<file path="config.mk">
export PLATFORM = sky130hd
export DESIGN_NAME = mofn_codec
export DESIGN_NICKNAME = d
export VERILOG_FILES = /design/src/rtl/mofn_pkg.sv /design/src/rtl/mofn_weight.sv /design/src/rtl/mofn_encoder.sv /design/src/rtl/mofn_decoder.sv /design/src/rtl/mofn_codec.sv
export SDC_FILE = /design/constraint.sdc
export NUM_CORES = 1
export LEC_CHECK = 0
export BUFFER_PORTS_ARGS = -buffer_cell sky130_fd_sc_hd__buf_2
export CORE_ASPECT_RATIO = 0.8
export CORE_MARGIN = 2
export CORE_UTILIZATION = 47
export DETAILED_ROUTE_END_ITERATION = 10
export PLACE_DENSITY_LB_ADDON = 0.12
export REMOVE_ABC_BUFFERS = 1
export SKIP_LAST_GASP = 1
export SYNTH_ARGS = -nofsm -noshare
export SYNTH_HDL_FRONTEND = slang
export SYNTH_SLANG_ARGS = --single-unit
</file>
<file path="constraint.sdc">
create_clock -name clk -period 2.8 [get_ports clk]
set_input_delay 0.56 -clock clk [delete_from_list [all_inputs] [get_ports clk]]
set_output_delay 0.56 -clock clk [all_outputs]
set_load 0.05 [all_outputs]
</file>
<file path="src/rtl/mofn_pkg.sv">
package mofn_pkg;

    localparam int MAX_RAILS = 8;

    function automatic int binom(input int n, input int k);
        int r;
        r = 1;
        if (k < 0 || k > n) return 0;
        for (int i = 1; i <= k; i++) r = (r * (n - k + i)) / i;
        return r;
    endfunction

    function automatic int popcnt(input int v, input int n);
        int c;
        c = 0;
        for (int b = 0; b < n; b++) c += (v >> b) & 1;
        return c;
    endfunction

    // k-th smallest n-bit vector carrying exactly m ones
    function automatic logic [MAX_RAILS-1:0] nth_word(input int n, input int m, input int k);
        int seen;
        seen = 0;
        for (int v = 0; v < (1 << n); v++) begin
            if (popcnt(v, n) == m) begin
                if (seen == k) return MAX_RAILS'(v);
                seen++;
            end
        end
        return '0;
    endfunction

endpackage

</file>
<file path="src/rtl/mofn_weight.sv">
module mofn_weight #(
    parameter int N  = 4,
    parameter int WW = $clog2(N + 1)
) (
    input  logic [N-1:0]  rails,
    output logic [WW-1:0] weight
);
    always_comb begin
        weight = '0;
        for (int b = 0; b < N; b++) weight = weight + WW'(rails[b]);
    end
endmodule

</file>
<file path="src/rtl/mofn_encoder.sv">
module mofn_encoder #(
    parameter int N    = 4,
    parameter int M    = 2,
    parameter int NSYM = mofn_pkg::binom(N, M),
    parameter int IW   = (NSYM > 1) ? $clog2(NSYM) : 1
) (
    input  logic          clk,
    input  logic          rst_n,
    input  logic          phase_data,
    input  logic [IW-1:0] index,
    output logic [N-1:0]  rails,
    output logic          range_err
);
    typedef struct packed {
        logic [N-1:0] rails;
        logic         err;
    } enc_state_t;

    logic [N-1:0] cw_tab [NSYM];
    enc_state_t   st_d, st_q;

    for (genvar g = 0; g < NSYM; g++) begin : g_tab
        localparam logic [mofn_pkg::MAX_RAILS-1:0] WORD = mofn_pkg::nth_word(N, M, g);
        assign cw_tab[g] = WORD[N-1:0];
    end

    always_comb begin
        st_d = '0;
        if (phase_data) begin
            if (int'(index) >= NSYM) begin
                st_d.err = 1'b1;
            end else begin
                for (int i = 0; i < NSYM; i++) begin
                    if (index == IW'(i)) st_d.rails = cw_tab[i];
                end
            end
        end
    end

    always_ff @(posedge clk) begin
        if (!rst_n) st_q <= '0;
        else        st_q <= st_d;
    end

    assign rails     = st_q.rails;
    assign range_err = st_q.err;
endmodule

</file>
<file path="src/rtl/mofn_decoder.sv">
module mofn_decoder #(
    parameter int N    = 4,
    parameter int M    = 2,
    parameter int NSYM = mofn_pkg::binom(N, M),
    parameter int IW   = (NSYM > 1) ? $clog2(NSYM) : 1
) (
    input  logic          clk,
    input  logic          rst_n,
    input  logic [N-1:0]  rails,
    output logic          spacer,
    output logic          complete,
    output logic [IW-1:0] index,
    output logic          illegal,
    output logic          proto_err
);
    localparam int WW = $clog2(N + 1);

    typedef struct packed {
        logic          spacer;
        logic          complete;
        logic [IW-1:0] index;
        logic          illegal;
        logic          proto;
        logic [N-1:0]  held;
        logic          held_vld;
    } dec_state_t;

    logic [N-1:0]  cw_tab [NSYM];
    logic [WW-1:0] weight;
    logic          hit;
    logic [IW-1:0] hit_idx;
    dec_state_t    st_d, st_q;

    for (genvar g = 0; g < NSYM; g++) begin : g_tab
        localparam logic [mofn_pkg::MAX_RAILS-1:0] WORD = mofn_pkg::nth_word(N, M, g);
        assign cw_tab[g] = WORD[N-1:0];
    end

    mofn_weight #(.N(N), .WW(WW)) u_weight (
        .rails  (rails),
        .weight (weight)
    );

    always_comb begin
        hit     = 1'b0;
        hit_idx = '0;
        for (int i = 0; i < NSYM; i++) begin
            if (rails == cw_tab[i]) begin
                hit     = 1'b1;
                hit_idx = hit_idx | IW'(i);
            end
        end
    end

    always_comb begin
        st_d          = st_q;
        st_d.spacer   = (rails == '0);
        st_d.illegal  = (int'(weight) > M);
        st_d.complete = hit && (int'(weight) == M);
        st_d.index    = st_d.complete ? hit_idx : '0;
        st_d.proto    = st_d.complete && st_q.held_vld && (rails != st_q.held);
        if (st_d.spacer) begin
            st_d.held_vld = 1'b0;
        end else if (st_d.complete) begin
            st_d.held     = rails;
            st_d.held_vld = 1'b1;
        end
    end

    always_ff @(posedge clk) begin
        if (!rst_n) st_q <= '0;
        else        st_q <= st_d;
    end

    assign spacer    = st_q.spacer;
    assign complete  = st_q.complete;
    assign index     = st_q.index;
    assign illegal   = st_q.illegal;
    assign proto_err = st_q.proto;
endmodule

</file>
<file path="src/rtl/mofn_codec.sv">
module mofn_codec #(
    parameter int N = 4,
    parameter int M = 2,
    localparam int NSYM = mofn_pkg::binom(N, M),
    localparam int IW   = (NSYM > 1) ? $clog2(NSYM) : 1
) (
    input  logic          clk,
    input  logic          rst_n,
    input  logic          enc_phase_data,
    input  logic [IW-1:0] enc_index,
    output logic [N-1:0]  enc_rails,
    output logic          enc_range_err,
    input  logic [N-1:0]  dec_rails,
    output logic          dec_spacer,
    output logic          dec_complete,
    output logic [IW-1:0] dec_index,
    output logic          dec_illegal,
    output logic          dec_proto_err
);
    if (M < 1 || M >= N || N > mofn_pkg::MAX_RAILS) begin : g_bad_params
        initial $fatal(1, "mofn_codec: need 1 <= M < N <= 8");
    end

    mofn_encoder #(.N(N), .M(M), .NSYM(NSYM), .IW(IW)) u_enc (
        .clk        (clk),
        .rst_n      (rst_n),
        .phase_data (enc_phase_data),
        .index      (enc_index),
        .rails      (enc_rails),
        .range_err  (enc_range_err)
    );

    mofn_decoder #(.N(N), .M(M), .NSYM(NSYM), .IW(IW)) u_dec (
        .clk       (clk),
        .rst_n     (rst_n),
        .rails     (dec_rails),
        .spacer    (dec_spacer),
        .complete  (dec_complete),
        .index     (dec_index),
        .illegal   (dec_illegal),
        .proto_err (dec_proto_err)
    );
endmodule

</file>
==> reports/metrics.cfg, run 1 <==
[yosys]
synth_edf_count=0
syn_avg_cell_area_um2=9.19
yosysTopAreaCell=dfxtp_1
ys_types=30
synth_common_cells=17 x dfxtp_1, 14 x nand2_1, 9 x inv_1
synth_top_cell_area_share_pct=39.0
synth_seq_cells=17
synthArstFlopShare_pct=0
yosysSeqAreaShare_pct=39.0
yosysMostFrequentCell=dfxtp_1
synthFlopType=dfxtp_1
yosysWarnings=0
netlist_instances=95
synth_top_cells_by_area=dfxtp_1 39%, ha_1 10%, nand2_1 6.0%
syn-cell-area_um2=873

[timing]
rsz0062_at_grt=false
setup_viol=0
slew_headroom_pct=76.9
tightest_slew_ns=0.344
slew_viol_final=0
hold_violations=0
setup_ws_ns=0.488
timing.final.crit_share_pct=82.6
fin_crit_ns=2.31
fin_skew_ns=0.00437
tns_ns=0
clock.fmax_mhz=433

[setup_path]
startpoint=dec_rails[0]
end_kind=flop
reg2reg_to=u_dec.proto_err
worstPathArrival_ns=2.53
startpoint_type=primary input
crit_path_max_fanout=5
rr_worst_depth=3
r2r-start=u_dec.st_q[3]
critPathRequiredTime_ns=3.02
crit_type=primary input to flop
r2r_setup_slack_ns=1.75
crit_end=u_dec.st_q[1]

[floorplanning]
fp-row-count=13
die_w_um=52.2
coreArea_um2=1690
pin_count=22
start_util_pct=51.6
die-area_um2=2220
fp.dieH_um=42.6

[detailed_routing]
viasPerCell=4.74
routedWlPerCell_um=11.1
detail_route.iter0.violations=4
drtAntennaViolNets=0
finalWirelength_um=1540
vias=659
drc=0
dr.pass1.iters=4

[hold_path]
hold_start=u_dec.st_q[2]
hold_path.class=flop to flop

[cells_and_area]
antenna_cells=0
areaGrowthSynthToFinish_pct=15.8
fill_cells=164
drive_gt1_share_pct=30.8
nets=136
fin_util_pct=59.8

[clocking]
cts_resized=0
htreeDepth=1
clk_pin_slew_worst_paths_ns=0.10
cts_tree=done
clock_path_buffers=2
numCtsBuffers=3
clk_latency_ns=0.29
cts.sinks=17
hold_buffers=0
root_buffer=clkbuf_4
post_cts_buffers=0

[power]
ir_drop_mv=0.312
power_leakage_nw=0.493
power_density_nw_per_um2=489
totalPowerFinal_mw=0.495

[placement]
gp_congestion=0.718
dp_hpwl_um=1230
numPortBuffers=21
dp_slack_ns=0.155

[global_routing]
grt_pass1_wl_um=2640
grt-ovfl-total=0
antenna_found_initial=0
track_usage_pct=16.4
grt_max_degree=14
grt_pass1_vias=583

[job]
drv_cap=0

[outcome]
outcome=completed

## through the flow
step                cells  hold WS (ns)  instance area (um^2)
finish                139         0.480                  1010
global route          139         0.485                  1010
CTS                   139         0.480                  1010
detailed placement    135         0.465                   983
global placement      135         0.448                   983
floorplan              90         0.436                   836
## flip-flops by register name, indices dropped and copies added, names as in the netlist
name / cells
u_dec.complete: 1
u_dec.illegal: 1
u_dec.index: 3
u_dec.proto_err: 1
u_dec.spacer: 1
u_dec.st_q: 5
u_enc.rails: 4
u_enc.range_err: 1
## power breakdown
| part | internal [mW] | total, mW | leakage, nW | switching, mW |
|---|---|---|---|---|
| sequential | 0.252 | 0.255 | 0.138 | 0.00336 |
| clock | 0.0531 | 0.127 | 0.0177 | 0.0739 |
| combinational | 0.0407 | 0.113 | 0.337 | 0.0718 |
## critical path, stage by stage
cell     delay [ns]
buf_2          0.13
inv_1          0.09
fa_1           0.47
inv_1          0.06
ha_1           0.16
inv_1          0.05
ha_1           0.25
nor3b_1        0.23
nand2_1        0.08
o21ba_4        0.26
mux2i_1        0.19
## cell type report
cell class              count  area [um^2]  area share (%)
multi-input cells          63          458            45.3
inverters                  10         37.5            3.71
clock inverters             1         5.00           0.495
repair buffers             23          120            11.9
flip-flops and latches     17          340            33.7
clock buffers               3         22.5            2.23
well taps                  22         27.5            2.72
## routing by layer
layer	up-vias	wire [um]	global-route usage [%]
li1	354	-	-
met1	286	813	23.1
met2	16	628	23.8
met3	3	88	5.36
met4	0	10	4.62
met5	-	0	0
## cell families (layout without fill, tap and decap cells)
logic type               after synthesis  in the layout  share of synthesized area [%]
multiplexers                           3              3                           3.44
adder cells (fa/ha/maj)                8              8                           12.3
AND/OR/NAND/NOR                       33             33                           18.2
buffers and inverters                 15             37                           8.59
XOR/XNOR                               4              4                           4.01
AO/OA/AOI/OAI                         15             15                           14.5
flip-flops                            17             17                           39.0
## worst min path at each step
stage | slack [ns] | depth (start not counted) | to
final | 0.48 | 2 | u_dec.st_q[2]
after global placement | 0.45 | 2 | u_dec.proto_err
after detailed placement | 0.47 | 2 | u_dec.proto_err
after floorplan | 0.44 | 2 | u_dec.proto_err
after CTS | 0.48 | 2 | u_dec.st_q[2]
after global routing | 0.48 | 2 | u_enc.rails[0]
## cell usage in the layout, fill, tap and decap left out, drive strengths merged
cell type / Yosys / routed
nor3b: 2 / 2
o22ai: 1 / 1
nor2b: 1 / 1
fa: 1 / 1
nor4: 2 / 2
inv: 10 / 10
or3b: 1 / 1
o21ba: 1 / 1
o211ai: 1 / 1
buf: 4 / 23
clkbuf: 1 / 3
nor3: 4 / 4
o21ai: 1 / 1
a211oi: 2 / 2
nand3: 1 / 1
a21oi: 7 / 7
nor2: 8 / 8
xor2: 4 / 4
o32ai: 1 / 1
ha: 7 / 7
clkinv: 0 / 1
dfxtp: 17 / 17
mux2i: 3 / 3
o21bai: 1 / 1
nand2: 14 / 14
Note: power is estimated with default switching activity, not from simulation.
==> inputs of run 2 (changes only) <==
==> constraint.sdc (replaced) <==
create_clock -name clk -period 2.4 [get_ports clk]
set_input_delay 0.48 -clock clk [delete_from_list [all_inputs] [get_ports clk]]
set_output_delay 0.48 -clock clk [all_outputs]
set_load 0.05 [all_outputs]
==> reports/metrics.cfg, run 2 (synthesized netlist as in run 1, its figures left out) <==
[cells_and_area]
stdcell_count=145  ; +4.3%
nets=142  ; +4.4%
regMostFlops=u_dec.st_q
most-common-layout-cells=21 x buf_2, 17 x dfxtp_1, 14 x nand2_1
drive_gt1_share_pct=34.1  ; +3.4 points
largest_register_ffs=5  ; unchanged
areaGrowthSynthToFinish_pct=20.9
final_common_cell=buf_2
fin_util_pct=62.4  ; +2.7 points
antenna_cells=0  ; unchanged
fill_cells=168  ; +2.4%

[detailed_routing]
dr_wl_met2_um=570  ; -9.2%
detail_route.iter0.violations=17  ; +13
dr.max_layer_used=met3
route.met3.wl_um=98  ; +11%
vias=668  ; +1.4%
finalWirelength_um=1430  ; -7.1%
routedWlPerCell_um=9.88  ; -11%
viasPerCell=4.61  ; -2.8%
wl_met1_um=763  ; -6.2%
dr.pass1.iters=4  ; unchanged
drtAntennaViolNets=0  ; unchanged
drc=0  ; unchanged

[clocking]
clock_path_buffers=2  ; unchanged
root_buffer=clkbuf_4
clk_latency_ns=0.28  ; about the same
numCtsBuffers=3  ; unchanged
post_cts_buffers=0  ; unchanged
cts_resized=0  ; unchanged
clk_pin_slew_worst_paths_ns=0.09  ; about the same
cts_tree=done
hold_buffers=0  ; unchanged
cts.sinks=17  ; unchanged
htreeDepth=1  ; unchanged

[power]
power_leakage_nw=0.521  ; +5.7%
totalPowerFinal_mw=0.580  ; +17%
seqPwrFrac_pct=51.3  ; -0.3 points
pwr-share-clk_pct=24.7  ; -1.0 points
power_density_nw_per_um2=549  ; +12%
p_int_mw=0.409  ; +18%
ir_drop_mv=0.336  ; +7.9%
p_sw_share_pct=29.4  ; -0.78 points
power_frac_comb_pct=24.0  ; +1.2 points
p_sw_mw=0.170  ; +14%

[timing]
timing.final.crit_share_pct=92.3
slew_viol_final=0  ; unchanged
clock.fmax_mhz=451
tns_ns=0  ; unchanged
setup_viol=0  ; unchanged
fin_skew_ns=0.000399  ; -0.00398 ns
rsz0062_at_grt=false
hold_violations=0  ; unchanged
slew_headroom_pct=75.9  ; -0.99 points
tightest_slew_ns=0.361  ; +0.0173 ns
fin_crit_ns=2.21

[floorplanning]
die_w_um=52.2  ; unchanged
fp.dieH_um=42.6  ; unchanged
start_util_pct=51.6  ; unchanged
pin_count=22  ; unchanged
die-area_um2=2220  ; unchanged
coreArea_um2=1690  ; unchanged
fp-row-count=13  ; unchanged

[setup_path]
startpoint_type=primary input
reg2reg_to=u_dec.proto_err
r2r-start=u_dec.st_q[3]
worstPathArrival_ns=2.43  ; -0.10 ns
r2r_setup_slack_ns=1.39  ; -0.36 ns
end_kind=flop
critPathRequiredTime_ns=2.62  ; -0.40 ns
rr_worst_depth=3  ; unchanged
startpoint=dec_rails[0]
crit_path_max_fanout=4  ; -1
crit_end=u_dec.st_q[2]
crit_type=primary input to flop

[job]
drv_cap=0  ; unchanged

[global_routing]
grt_max_degree=14  ; unchanged
antenna_found_initial=0  ; unchanged
grt-ovfl-total=0  ; unchanged
track_usage_pct=14.5  ; -1.9 points
grt_pass1_wl_um=2360  ; -11%
grt_pass1_vias=548  ; -6.0%

[outcome]
outcome=completed

[placement]
dp_hpwl_um=1190  ; -3.1%
dpl.cell_count=141  ; +4.4%
numPortBuffers=21  ; unchanged
gp_congestion=0.727  ; +1.2%

[hold_path]
hold_path_depth=2  ; unchanged
hold_path.class=primary input to flop

run 2: cell count changes in the layout (fill, tap and decap cells not counted):
cell   before  now
buf_4       2    8
run 2: critical path, stage by stage:
cell	delay, ns
buf_2	0.08
inv_1	0.06
fa_1	0.47
inv_1	0.06
ha_1	0.16
inv_1	0.05
ha_1	0.26
nor3b_1	0.27
nand2_1	0.10
o21ba_4	0.27
mux2i_1	0.17
run 2: through the flow:
| step | hold slack [ns] | cell area (um^2) | setup slack, ns |
|---|---|---|---|
| floorplan | 0.436 | 836 | -0.0702 |
| global placement | 0.451 | 1030 | -0.0133 |
| global route | 0.400 | 1060 | 0.0138 |
| finish | 0.416 | 1060 | 0.185 |
| detailed placement | 0.458 | 1030 | -0.110 |
| CTS | 0.406 | 1060 | 0.195 |
run 2: layer usage:
layer / global-route usage [%] / vias up
met2: 19.7 / 23
met3: 6.43 / 0
met4: 3.08 / 0
met1: 20.9 / 281
li1: - / 364
met5: 0 / -
run 2: worst min-delay path by stage:
| stage | start | endpoint | slack, ns |
|---|---|---|---|
| 2_1_floorplan | u_dec.st_q[0] | u_dec.proto_err | 0.44 |
| 3_3_place_gp | u_dec.st_q[0] | u_dec.proto_err | 0.45 |
| 3_5_place_dp | u_dec.st_q[0] | u_dec.proto_err | 0.46 |
| 4_1_cts | enc_index[2] | u_enc.rails[0] | 0.41 |
| 5_1_grt | enc_index[2] | u_enc.rails[0] | 0.40 |
| 6_report | enc_index[2] | u_enc.rails[0] | 0.42 |
run 2: power by group through the flow:
stage | Sequential, mW | Combinational, mW | Clock, mW
6_report | 0.297 | 0.139 | 0.143
5_1_grt | 0.299 | 0.152 | 0.162
4_1_cts | 0.298 | 0.139 | 0.149
3_5_place_dp | 0.304 | 0.138 | 0
3_3_place_gp | 0.304 | 0.136 | 0
2_1_floorplan | 0.329 | 0.0641 | 0
run 2: layout make-up:
cell class | count | area (um^2) | share of cell area, %
clock buffer | 3 | 22.5 | 2.13
clock inverter | 1 | 5.00 | 0.474
inverter | 10 | 37.5 | 3.55
multi-input combinational | 63 | 458 | 43.4
sequential | 17 | 340 | 32.2
tap | 22 | 27.5 | 2.61
timing repair buffer | 29 | 165 | 15.6
